--- src/rtl/msgbus_bridge.sv ---
module msgbus_bridge #(
  parameter logic [7:0] CTRL_OFS = 8'hD0,
  parameter logic [7:0] DATA_OFS = 8'hD4,
  parameter logic [7:0] OP_RD    = 8'hD0,
  parameter logic [7:0] OP_WR    = 8'hE0
) (
  input  logic        clk,
  input  logic        rst_n,
  input  logic        host_wr,
  input  logic [7:0]  host_addr,
  input  logic [31:0] host_wdata,
  output logic [31:0] host_rdata,
  output logic        busy,
  output logic        err,
  output logic        mb_req,
  output logic        mb_write,
  output logic [7:0]  mb_port,
  output logic [7:0]  mb_offset,
  output logic [3:0]  mb_be,
  output logic [31:0] mb_wdata,
  input  logic        mb_ack,
  input  logic [31:0] mb_rdata
);
  logic [31:0] cmd_q, data_q;
  logic        req_q, err_q;

  wire       ctrl_hit = host_wr && !req_q && host_addr == CTRL_OFS;
  wire       data_hit = host_wr && !req_q && host_addr == DATA_OFS;
  wire [7:0] new_op   = host_wdata[31:24];
  wire       op_ok    = new_op == OP_RD || new_op == OP_WR;

  always_ff @(posedge clk) begin
    if (!rst_n) begin
      cmd_q  <= '0;
      data_q <= '0;
      req_q  <= 1'b0;
      err_q  <= 1'b0;
    end else begin
      if (ctrl_hit) begin
        cmd_q <= host_wdata;
        if (op_ok) req_q <= 1'b1;
        else       err_q <= 1'b1;
      end
      if (data_hit) data_q <= host_wdata;
      if (req_q && mb_ack) begin
        req_q <= 1'b0;
        if (!mb_write) data_q <= mb_rdata;
      end
    end
  end

  assign busy      = req_q;
  assign err       = err_q;
  assign mb_req    = req_q;
  assign mb_write  = cmd_q[31:24] == OP_WR;
  assign mb_port   = cmd_q[23:16];
  assign mb_offset = cmd_q[15:8];
  assign mb_be     = cmd_q[7:4];
  assign mb_wdata  = data_q;
  assign host_rdata = host_addr == CTRL_OFS ? cmd_q :
                      host_addr == DATA_OFS ? data_q : 32'h0;

  assert_req_hold_R5: assert property (@(posedge clk) disable iff (!rst_n)
    mb_req && !mb_ack |=> mb_req && $stable(mb_port) && $stable(mb_offset)
                          && $stable(mb_be) && $stable(mb_wdata) && $stable(mb_write));
  assert_req_drop_R5: assert property (@(posedge clk) disable iff (!rst_n)
    mb_req && mb_ack |=> !mb_req);
  assert_busy_ignore_R6: assert property (@(posedge clk) disable iff (!rst_n)
    busy && !mb_ack |=> $stable(host_rdata) || host_addr != $past(host_addr));
  assert_bad_op_R7: assert property (@(posedge clk) disable iff (!rst_n)
    host_wr && !busy && host_addr == CTRL_OFS && !op_ok |=> err && !mb_req);
  assert_err_sticky_R7: assert property (@(posedge clk) disable iff (!rst_n)
    err |=> err);
  assert_launch_R3: assert property (@(posedge clk) disable iff (!rst_n)
    host_wr && !busy && host_addr == CTRL_OFS && new_op == OP_WR |=> mb_req && mb_write);
endmodule

--- config.mk ---
export PLATFORM = sky130hd
export DESIGN_NAME = msgbus_bridge
export DESIGN_NICKNAME = d
export VERILOG_FILES = /design/src/rtl/msgbus_bridge.sv
export SDC_FILE = /design/constraint.sdc
export NUM_CORES = 1
export LEC_CHECK = 0
export ABC_CLOCK_PERIOD_IN_PS = 1600
export BUFFER_PORTS_ARGS = -buffer_cell sky130_fd_sc_hd__buf_2
export CORE_ASPECT_RATIO = 1.5
export CORE_MARGIN = 2
export CORE_UTILIZATION = 35
export CTS_CLUSTER_DIAMETER = 80
export CTS_CLUSTER_SIZE = 25
export DETAILED_ROUTE_END_ITERATION = 16
export GPL_TIMING_DRIVEN = 0
export HOLD_SLACK_MARGIN = 0.12
export PLACE_DENSITY = 0.67
export SETUP_SLACK_MARGIN = 0.5
export SLEW_MARGIN = 30
export SYNTH_ARGS = -nofsm -noshare
export SYNTH_HDL_FRONTEND = slang
export SYNTH_SLANG_ARGS = --single-unit
export TNS_END_PERCENT = 20
--- constraint.sdc ---
create_clock -name clk -period 1.6 [get_ports clk]
set_input_delay 0 -clock clk [delete_from_list [all_inputs] [get_ports clk]]
set_output_delay 0 -clock clk [all_outputs]
set_load 0.005 [all_outputs]
=== Yosys cells after proc, flatten, opt, wreduce, memory -nomap -nowiden ===
Cells that the tools add are included.

* Flip-flop bits (word level): 66
* Output and inout bits: 88

* Equality and inequality tests: 5
* Reduce and logical (&&, ||, !) cells: 9
* Muxes and demuxes: 5
* Bitwise logic cells: 2

{| class="wikitable"
|+ Operator list
! kind !! number
|-
| 32-bit 2-to-1 mux || 5
|-
| 8-bit equality test, second input constant || 5
|-
| 1-bit logical AND || 4
|-
| 2-bit AND reduction || 2
|-
| 1-bit inverter || 2
|-
| 2-bit OR reduction || 1
|-
| 1-bit zero test || 1
|-
| 1-bit logical OR || 1
|}

=== Logic depth before layout (Yosys ltp) ===
Gate-level depths: netlist (run 1).

* Depth in word-level cells: 6
* Mapped depth: 6
* Depth with buffers taken out: 4

=== Worst setup path after synthesis (run 1) ===
Ideal clock, no wire load.

* Path type: register -> register
* Start: register cmd_q[24]
* End: register data_q[0] (netlist: mb_wdata[0])
* Cell stages (with the launch flop): 5
* Arrival: 1.600 ns
* Clock period less this slack: 1.736 ns
* Setup slack: -0.136 ns
* Setup time: 0.136 ns
* Cell sequence: dfxtp_1 -> or4b_4 -> o41ai_4 -> clkbuf_1 -> a31oi_1

* Cells in the longest elaborated chain, start to end: 3

{| class="wikitable"
|+ RTL lines
! element !! line !! text
|-
| from (decl) || 24 || <nowiki>logic [31:0] cmd_q, data_q;</nowiki>
|-
| from (signal assigned) || 40 || <nowiki>cmd_q <= host_wdata;</nowiki>
|-
| 8-bit equality test || 55 || <nowiki>assign mb_write = cmd_q[31:24] == OP_WR;</nowiki>
|-
| 32-bit 2-to-1 mux || 47 || <nowiki>if (!mb_write) data_q <= mb_rdata;</nowiki>
|-
| 32-bit 2-to-1 mux || 45 || <nowiki>if (req_q && mb_ack) begin</nowiki>
|-
| to (signal assigned) || 44 || <nowiki>if (data_hit) data_q <= host_wdata;</nowiki>
|-
| to (signal assigned) || 47 ||
|-
| to (decl) || 24 ||
|}

Every way passes these cells.
A chain may end at the register's enable or synchronous reset.

=== Worst setup path in the final report (run 1) ===
* Start: register cmd_q[25]
* End: register data_q[18] (netlist: mb_wdata[18])

Same word-level chain as after synthesis.

==> results of run 1 <==
-- cells in the final DEF (no fill, tap or decap), drive strengths merged, types with 3 or more instances in the layout --
| master | Yosys | routed |
|---|---|---|
| dlygate4sd3 | 0 | 65 |
| nand2 | 129 | 129 |
| a22o | 32 | 32 |
| nor4 | 3 | 3 |
| clkbuf | 28 | 30 |
| buf | 27 | 201 |
| a31oi | 32 | 32 |
| a21boi | 32 | 32 |
| o21ai | 32 | 32 |
| nor2b | 3 | 3 |
| dfxtp | 66 | 66 |
| clkinv | 0 | 5 |
-- flip-flops by register name, indices dropped and copies added (netlist names) --
| signal | flops |
|---|---|
| busy | 1 |
| mb_wdata | 32 |
| cmd_q | 32 |
| err | 1 |
-- metrics by stage --
step	worst slack (ps)	setup TNS, ps	hold WS, ps
2_1_floorplan	-126	-3750	145
5_1_grt	-302	-8110	201
3_5_place_dp	-467	-25090	275
3_3_place_gp	-439	-21740	267
4_1_cts	-225	-6710	122
6_report	-214	-6020	141
-- power by group through the flow --
stage / registers [µW] / logic, µW / clock network (µW)
3_3_place_gp: 1680 / 190 / 0
4_1_cts: 1650 / 325 / 1970
5_1_grt: 1650 / 367 / 2030
3_5_place_dp: 1680 / 192 / 0
6_report: 1650 / 341 / 1930
2_1_floorplan: 1680 / 61.0 / 0
-- worst max-delay path by stage --
| stage | from | to | cells past startpoint |
|---|---|---|---|
| final | cmd_q[25] | mb_wdata[18] | 6 |
| after global routing | cmd_q[25] | mb_wdata[16] | 6 |
| after CTS | cmd_q[24] | mb_wdata[29] | 6 |
| after detailed placement | cmd_q[24] | mb_wdata[17] | 5 |
| after global placement | cmd_q[24] | mb_wdata[7] | 5 |
| after floorplan | cmd_q[24] | mb_wdata[10] | 5 |
-- cell families (layout without fill, tap and decap cells) --
kind of cell	Yosys count	after routing	synth area share, %
simple gates	149	149	19.6
compound gates	131	131	29.1
flops	66	66	41.7
buf+inv	55	304	9.25
xor+xnor	1	1	0.277
-- final cells by class --
class,count,area [µm²],area share (%)
timing repair buffer,233,1550,28.9
clock inverter,7,70.1,1.31
tap,110,138,2.56
sequential,66,1330,24.7
buffer,55,450,8.39
clock buffer,9,225,4.20
multi-input combinational,281,1610,30.0
-- metal layers --
| metal | share of wire (%) | global-route usage, % | vias up |
|---|---|---|---|
| met2 | 53 | 42.1 | 162 |
| li1 | - | - | 1876 |
| met5 | 0 | 0 | - |
| met3 | 4.8 | 3.06 | 30 |
| met1 | 39 | 25.0 | 1784 |
| met4 | 3.2 | 12.2 | 0 |
-- worst max-delay path: stages (launching register included) --
cell and delay (ps):
dfxtp_2 320, or4b_4 560, o41ai_4 280, buf_4 220, clkbuf_16 150, o21ai_2 50
a31oi_1 160
-- timing repair --
action                                  CTS  global route
pin swaps                                18            38
gates resized for setup                  55            38
endpoints found under the hold margin    65             0
gates cloned                              0             2
hold buffers                             66             0
endpoints found under the setup margin   99            99
setup buffers                             2             1
==> impl_metrics.tcl, run 1 <==
set metrics [dict create \
    hp-class "in2reg" \
    p_seq_share_pct 42.0 \
    die-area_um2 9840 \
    start_util_pct 35.9 \
    clock_path_buffers 2 \
    track_usage_pct 23.1 \
    antenna_found_initial 0 \
    io_buffers 162 \
    setup_ws_ps -214 \
    synth.top_cells.by_count "nand2_1 (129), dfxtp_1 (66), a21boi_0 (32), a22o_1 (32), a31oi_1 (32)" \
    die_y_um 120 \
    skew_ps 8.11 \
    vias 3852 \
    drive_above_1_share_pct 37.8 \
    timing.slew.headroom_pct 57.3 \
    drt_pass1_iterations 4 \
    post-route-period-util_pct 113 \
    n_antenna_cell 0 \
    ys_warn_count 0 \
    syn_area_um2 3170 \
    synth_edf_count 0 \
    arrival_ps 2070 \
    yosysTopAreaCell "dfxtp_1" \
    synthesis.nets 478 \
    dp_hpwl_mm 7.89 \
    switchingPower_uw 860 \
    synth_most_common_cell "nand2_1" \
    clk_pin_slew_worst_paths_ps 60 \
    area_delta_synth_final_pct 69.5 \
    avgViaCountPerCell 5.06 \
    ir_drop_uv 651 \
    whs_endpoint "mb_wdata[31]" \
    startpoint_type "flip-flop" \
    fin_area_um2 5370 \
    numCtsBuffers 9 \
    tritoncts "yes" \
    dpl_cell_area_um2 4120 \
    rsz0062_at_grt "true" \
    p_leak_uw 0.00241 \
    syn_inst 402 \
    synth_area_leaders "dfxtp_1 (42%), nand2_1 (15%), a22o_1 (8.9%)" \
    final_max_slew_viol_count 0 \
    violations "setup timing" \
    timing.fmax_mhz 551 \
    setup_viol 32 \
    clock_power_share_pct 49.3 \
    first_iter_violations 150 \
    worst_pin_slew_ps 640 \
    endpoint_kind "flip-flop" \
    finish.utilization_pct 60.8 \
    grt_pass1_vias 3841 \
    drt_wl_total_mm 11.8 \
    grt_max_degree 13 \
    worst-r2r-setup-slack_ps -210 \
    clk_latency_ps 330 \
    status "complete, but fails checks" \
    core_um2 8830 \
    switching_share_pct 21.9 \
    ys_types 28 \
    r2r_cells 6 \
    final_cells 761 \
    timing.rr.end "mb_wdata[18]" \
    ios 164 \
    routabilityCongestion 0.840 \
    avgSynthCellArea_um2 7.87 \
    synth_ff_type "dfxtp_1" \
    htree_levels 3 \
    fill_cells 764 \
    ys_seq_area_share_pct 41.7 \
    hold_viol_final 0 \
    yosys.area.top_type_share_pct 41.7 \
    drc 0 \
    cts_sinks 66 \
    path_max_fanout 5 \
    p_int_uw 3060 \
    reg2reg_from "cmd_q[25]" \
    ys_ff_latch 66 \
    p_comb_share_pct 8.7 \
    dp_cells 674 \
    grt_overflow_total 0 \
    synth_async_sr_flop_share_pct 0 \
    min_from "host_wr" \
    die_width_um 81.7 \
    maxCapViolCount 0 \
    wl_per_cell_um 15.5 \
    cts-root-buf "clkbuf_16" \
    period_needed_ps 1810 \
    grt_pass1_wl_mm 17.5 \
    cp_data_required_time_ps 1850 \
    nNetsFinal 722 \
    crit_type "reg2reg" \
    rows 42 \
    cellPowerDensity_nw_per_um2 731 \
    p_total_uw 3920 \
    whs_path_depth 5 \
    ant_nets 0 \
]
Note: power is estimated with default switching activity, not from simulation.
==> run 2: changes to the inputs <==
==> constraint.sdc (replaced) <==
create_clock -name clk -period 1.6 [get_ports clk]
set_input_delay 0.24 -clock clk [delete_from_list [all_inputs] [get_ports clk]]
set_output_delay 0.24 -clock clk [all_outputs]
set_load 0.005 [all_outputs]
==> run 2 against run 1 <==
Compared with the run above:
- the run still ends with setup timing left
- sequential cell count stayed put
- maximum frequency is 0.97% lower
- combinational power is 40% lower
- final cell count is 8.3% lower
- design area is 8.2% lower
- non-clock buffer count is 62 lower
- total power is 6.8% lower
- clock-buffer cell count is 3 higher
==> impl_metrics.tcl, run 2 (synthesized netlist as in run 1, its figures left out) <==
set metrics [dict create \
    rsz0062_at_grt "true" \
    antenna_found_initial 0 \
    whs_endpoint "cmd_q[15]" \
    fill_cells 854 \
    startpoint_type "flip-flop" \
    grt_overflow_total 0 \
    arrival_ps 1590 \
    ant_nets 0 \
    min_from "host_wdata[15]" \
    cp_data_required_time_ps 1360 \
    cp_slowest_cell "or4b_4" \
    avgViaCountPerCell 5.09 \
    vias 3552 \
    final_cells 698 \
    die_width_um 81.7 \
    post-route-period-util_pct 114 \
    cts-root-buf "clkbuf_16" \
    worst_pin_slew_ps 469 \
    die_y_um 120 \
    crit_chain "or4b_4, nor4_2, buf_2" \
    setup_ws_ps -232 \
    start_util_pct 35.9 \
    period_needed_ps 1830 \
    hp-class "in2reg" \
    grt_max_degree 11 \
    cts_sinks 66 \
    n_antenna_cell 0 \
    clk_latency_ps 330 \
    tritoncts "yes" \
    final_common_cell "buf_2" \
    cellPowerDensity_nw_per_um2 742 \
    endpoint_kind "primary output" \
    clk_pin_slew_worst_paths_ps 50 \
    worst-r2r-setup-slack_ps -200 \
    first_iter_violations 136 \
    status "complete, but fails checks" \
    die-area_um2 9840 \
    hold_viol_final 0 \
    track_usage_pct 21.8 \
    reg2reg_from "cmd_q[24]" \
    htree_levels 3 \
    critical_path.max_stage_delay_ps 570 \
    rows 42 \
    ios 164 \
    finish.utilization_pct 55.8 \
    routabilityCongestion 0.795 \
    path_max_fanout 3 \
    drt_pass1_iterations 5 \
    layout_common_cells "buf_2 (142), nand2_1 (129), buf_6 (49)" \
    drt_wl_total_mm 10.8 \
    grt_pass1_vias 3441 \
    ir_drop_uv 544 \
    r2r_cells 7 \
    setup_viol 65 \
    whs_path_depth 3 \
    drive_above_1_share_pct 45.1 \
    area_delta_synth_final_pct 55.6 \
    violations "setup timing" \
    dp_cells 674 \
    skew_ps 7.61 \
    holdWs_ps 170 \
    clock_path_buffers 2 \
    p_leak_uw 0.00217 \
    crit_type "reg2out" \
    nNetsFinal 660 \
    grt_pass1_wl_mm 16.5 \
    maxCapViolCount 0 \
    drc 0 \
    timing.slew.headroom_pct 68.8 \
    timing.fmax_mhz 546 \
    numCtsBuffers 9 \
    timing.rr.end "mb_wdata[1]" \
    final_max_slew_viol_count 0 \
    wl_per_cell_um 15.5 \
    dp_hpwl_mm 7.88 \
    io_buffers 162 \
    core_um2 8830 \
]
run 2: changes by cell type in the layout (fill, tap and decap cells not counted), moves of 4 or more:
cell           change
a21boi_0          +10
a21boi_1          -10
buf_2             -21
buf_4             -21
buf_6             +44
clkbuf_8           +4
dfxtp_1           -19
dfxtp_2           +19
dlygate4sd3_1     -65
o21ai_1            +6
o21ai_2            -4
run 2: worst max-delay path: cells and delay by family (launching register included):
kind	cells	cell delay [ps]
buf+inv	1	170
flops	1	320
simple gates	2	780
run 2: how the worst max path moves through the flow:
stage	startpoint	to	slack (ps)	depth (start not counted)
floorplan	cmd_q[24]	mb_wdata[10]	-130	5
global placement	host_addr[3]	host_rdata[11]	-720	6
detailed placement	host_addr[3]	host_rdata[11]	-710	6
CTS	cmd_q[25]	mb_wdata[1]	-240	7
global route	cmd_q[24]	mb_wdata[4]	-280	6
finish	cmd_q[24]	mb_write	-230	3
run 2: area by class of cell:
cell class	instances	area [µm²]	area share (%)
plain buffers	55	515	10.5
clock buffers	12	256	5.21
clock inverters	3	15.0	0.305
multi-input cells	281	1590	32.2
flip-flops and latches	66	1350	27.4
well taps	110	138	2.79
repair buffers	171	1060	21.6
run 2: metal layers:
layer	track usage (%)	wire length, µm	vias up
met5	0	0	-
met4	11.3	301	0
met3	3.51	586	27
met2	38.5	5690	140
met1	24.5	4250	1637
li1	-	-	1748
run 2: repair_timing:
item                                    CTS  global route
cloned                                    1             1
hold buffers                              0             0
endpoints found under the hold margin     0             0
setup buffers                             5             2
endpoints found under the setup margin  121           121
pin swaps                                 4             9
resized for setup                       101            46
run 2: stage by stage:
step	area [µm²]	total power, µW	TNS [ps]	setup slack [ps]
5_1_grt	4930	3770	-15400	-282
4_1_cts	4750	3670	-13380	-243
3_3_place_gp	4140	1870	-46950	-719
6_report	4930	3650	-11420	-232
3_5_place_dp	4140	1880	-50410	-708
2_1_floorplan	3190	1740	-6460	-126
run 2: power by group:
part | switching, µW | internal (µW) | leakage [µW]
Combinational | 99.4 | 107 | 0.00149
Sequential | 1.72 | 1650 | 0.000543
Clock | 683 | 1120 | 0.000138
==> run 3: changes to the inputs <==
--- a/config.mk
+++ b/config.mk
@@ -16,6 +16,7 @@
 export GPL_TIMING_DRIVEN = 0
 export HOLD_SLACK_MARGIN = 0.12
 export PLACE_DENSITY = 0.67
+export RECOVER_POWER = 50
 export SETUP_SLACK_MARGIN = 0.5
 export SLEW_MARGIN = 30
 export SYNTH_ARGS = -nofsm -noshare
==> run 3 against run 2 <==
Compared with the run above:
- the flow still finishes with violations (setup timing)
- non-clock buffer count unchanged
- wire length shrank 0.18%
- total power hardly changed
- worst hold slack gained 1.2 ps
- design area down 0.64%
- critical endpoint is now host_rdata[2]
- largest power group unchanged
==> impl_metrics.tcl, run 3 (synthesized netlist as in run 1, its figures left out) <==
set metrics [dict create \
    crit_type "in2out" \
    status "complete, but fails checks" \
    core_um2 8830 \
    r2r_cells 7 \
    endpoint_kind "primary output" \
    first_iter_violations 115 \
    setup_viol 65 \
    ir_drop_uv 545 \
    p_int_uw 2870 \
    tritoncts "yes" \
    min_from "host_wdata[17]" \
    cts-root-buf "clkbuf_16" \
    holdWs_ps 171 \
    p_comb_share_pct 5.6 \
    skew_ps 7.97 \
    vias 3539 \
    n_antenna_cell 0 \
    hp-class "in2reg" \
    final_max_slew_viol_count 0 \
    maxCapViolCount 0 \
    drt_pass1_iterations 4 \
    crit_chain "buf_6, or4b_4, nor2_4, buf_12, buf_8, a22o_1, buf_2" \
    dpl_cell_area_um2 4140 \
    cp.buffers_inverters 4 \
    reg2reg_from "cmd_q[24]" \
    grt_max_degree 11 \
    period_needed_ps 1820 \
    switching_share_pct 21.5 \
    timing.rr.end "mb_wdata[1]" \
    dp_hpwl_mm 7.88 \
    p_leak_uw 0.00210 \
    grt_overflow_total 0 \
    area_delta_synth_final_pct 54.6 \
    drc 0 \
    start_util_pct 35.9 \
    cp_top_family "simple AND/OR/NAND/NOR gates" \
    clock_power_share_pct 49.2 \
    rsz0062_at_grt "true" \
    ios 164 \
    cp_slowest_cell "or4b_4" \
    rows 42 \
    clk_latency_ps 330 \
    post-route-period-util_pct 114 \
    cp_data_required_time_ps 1360 \
    clk_pin_slew_worst_paths_ps 50 \
    violations "setup timing" \
    io_buffers 162 \
    p_seq_share_pct 45.1 \
    hold_viol_final 0 \
    path_max_fanout 10 \
    fin_area_um2 4890 \
    ant_nets 0 \
    arrival_ps 1580 \
    dp_cells 674 \
    cts_sinks 66 \
    setup_tns_ps -11410 \
    routabilityCongestion 0.795 \
    final_cells 698 \
    final_common_cell "nand2_1" \
    timing.fmax_mhz 548 \
    grt_pass1_vias 3441 \
    startpoint_type "input port" \
    whs_endpoint "cmd_q[17]" \
    nNetsFinal 660 \
    layout_common_cells "nand2_1 (129), buf_2 (128), dfxtp_1 (54)" \
    switchingPower_uw 784 \
    die-area_um2 9840 \
    wl_per_cell_um 15.5 \
    antenna_found_initial 0 \
    grt_pass1_wl_mm 16.5 \
    critical_path.max_stage_delay_ps 560 \
    worst-r2r-setup-slack_ps -200 \
    whs_path_depth 3 \
    die_y_um 120 \
    die_width_um 81.7 \
    drt_wl_total_mm 10.8 \
    worst_pin_slew_ps 476 \
    track_usage_pct 21.8 \
    cellPowerDensity_nw_per_um2 746 \
    setup_ws_ps -224 \
    htree_levels 3 \
    clock_path_buffers 2 \
    avgViaCountPerCell 5.07 \
    timing.slew.headroom_pct 68.3 \
    drive_above_1_share_pct 40.8 \
    numCtsBuffers 9 \
]
## run 3: cell types whose count changed in the layout (fill, tap and decap cells not counted), sizes merged
cell / before / now
buf: 201 / 187
clkbuf: 37 / 51
## run 3: area by class of cell
type,instances,area [µm²]
buffer,55,515
clock buffer,12,256
clock inverter,3,15.0
fill,867,3930
multi-input combinational,281,1590
sequential,66,1340
tap,110,138
timing repair buffer,171,1050
## run 3: worst min-delay path, delay by kind of cell
family	cells	cell delay [ps]
AND/OR/NAND/NOR	1	40
AO/OA/AOI/OAI	1	60
buffers and inverters	1	110
## run 3: metal layers
metal  global-route usage [%]  routed length (µm)
met1                     24.5                4200
met2                     38.5                5670
met3                     3.51                 634
met4                     11.3                 308
met5                        0                   0
## run 3: metrics by stage
step,power [µW],util [%],worst slack [ps]
6_report,3650,55.4,-224
2_1_floorplan,1740,-,-126
3_3_place_gp,1870,46.9,-719
4_1_cts,3670,53.8,-243
3_5_place_dp,1880,46.9,-708
5_1_grt,3770,55.4,-282
## run 3: power by group through the flow
| stage | Sequential (µW) | Combinational [µW] | Clock (µW) |
|---|---|---|---|
| final | 1650 | 206 | 1800 |
| after global routing | 1650 | 225 | 1900 |
| after CTS | 1650 | 201 | 1820 |
| after detailed placement | 1680 | 193 | 0 |
| after global placement | 1680 | 191 | 0 |
| after floorplan | 1680 | 61.7 | 0 |
## run 3: how the worst max path moves through the flow
stage | from | end | cells past startpoint
floorplan | cmd_q[24] | mb_wdata[10] | 5
global placement | host_addr[3] | host_rdata[11] | 6
detailed placement | host_addr[3] | host_rdata[11] | 6
CTS | cmd_q[25] | mb_wdata[1] | 7
global route | cmd_q[24] | mb_wdata[4] | 6
finish | host_addr[3] | host_rdata[2] | 7
## run 3: repair_timing
action | CTS | global route
cloned | 1 | 1
endpoints found under the hold margin | 0 | 0
pin swaps | 4 | 9
hold buffers | 0 | 0
resized for setup | 101 | 46
buffers inserted | 5 | 2
setup endpoints to repair | 121 | 121
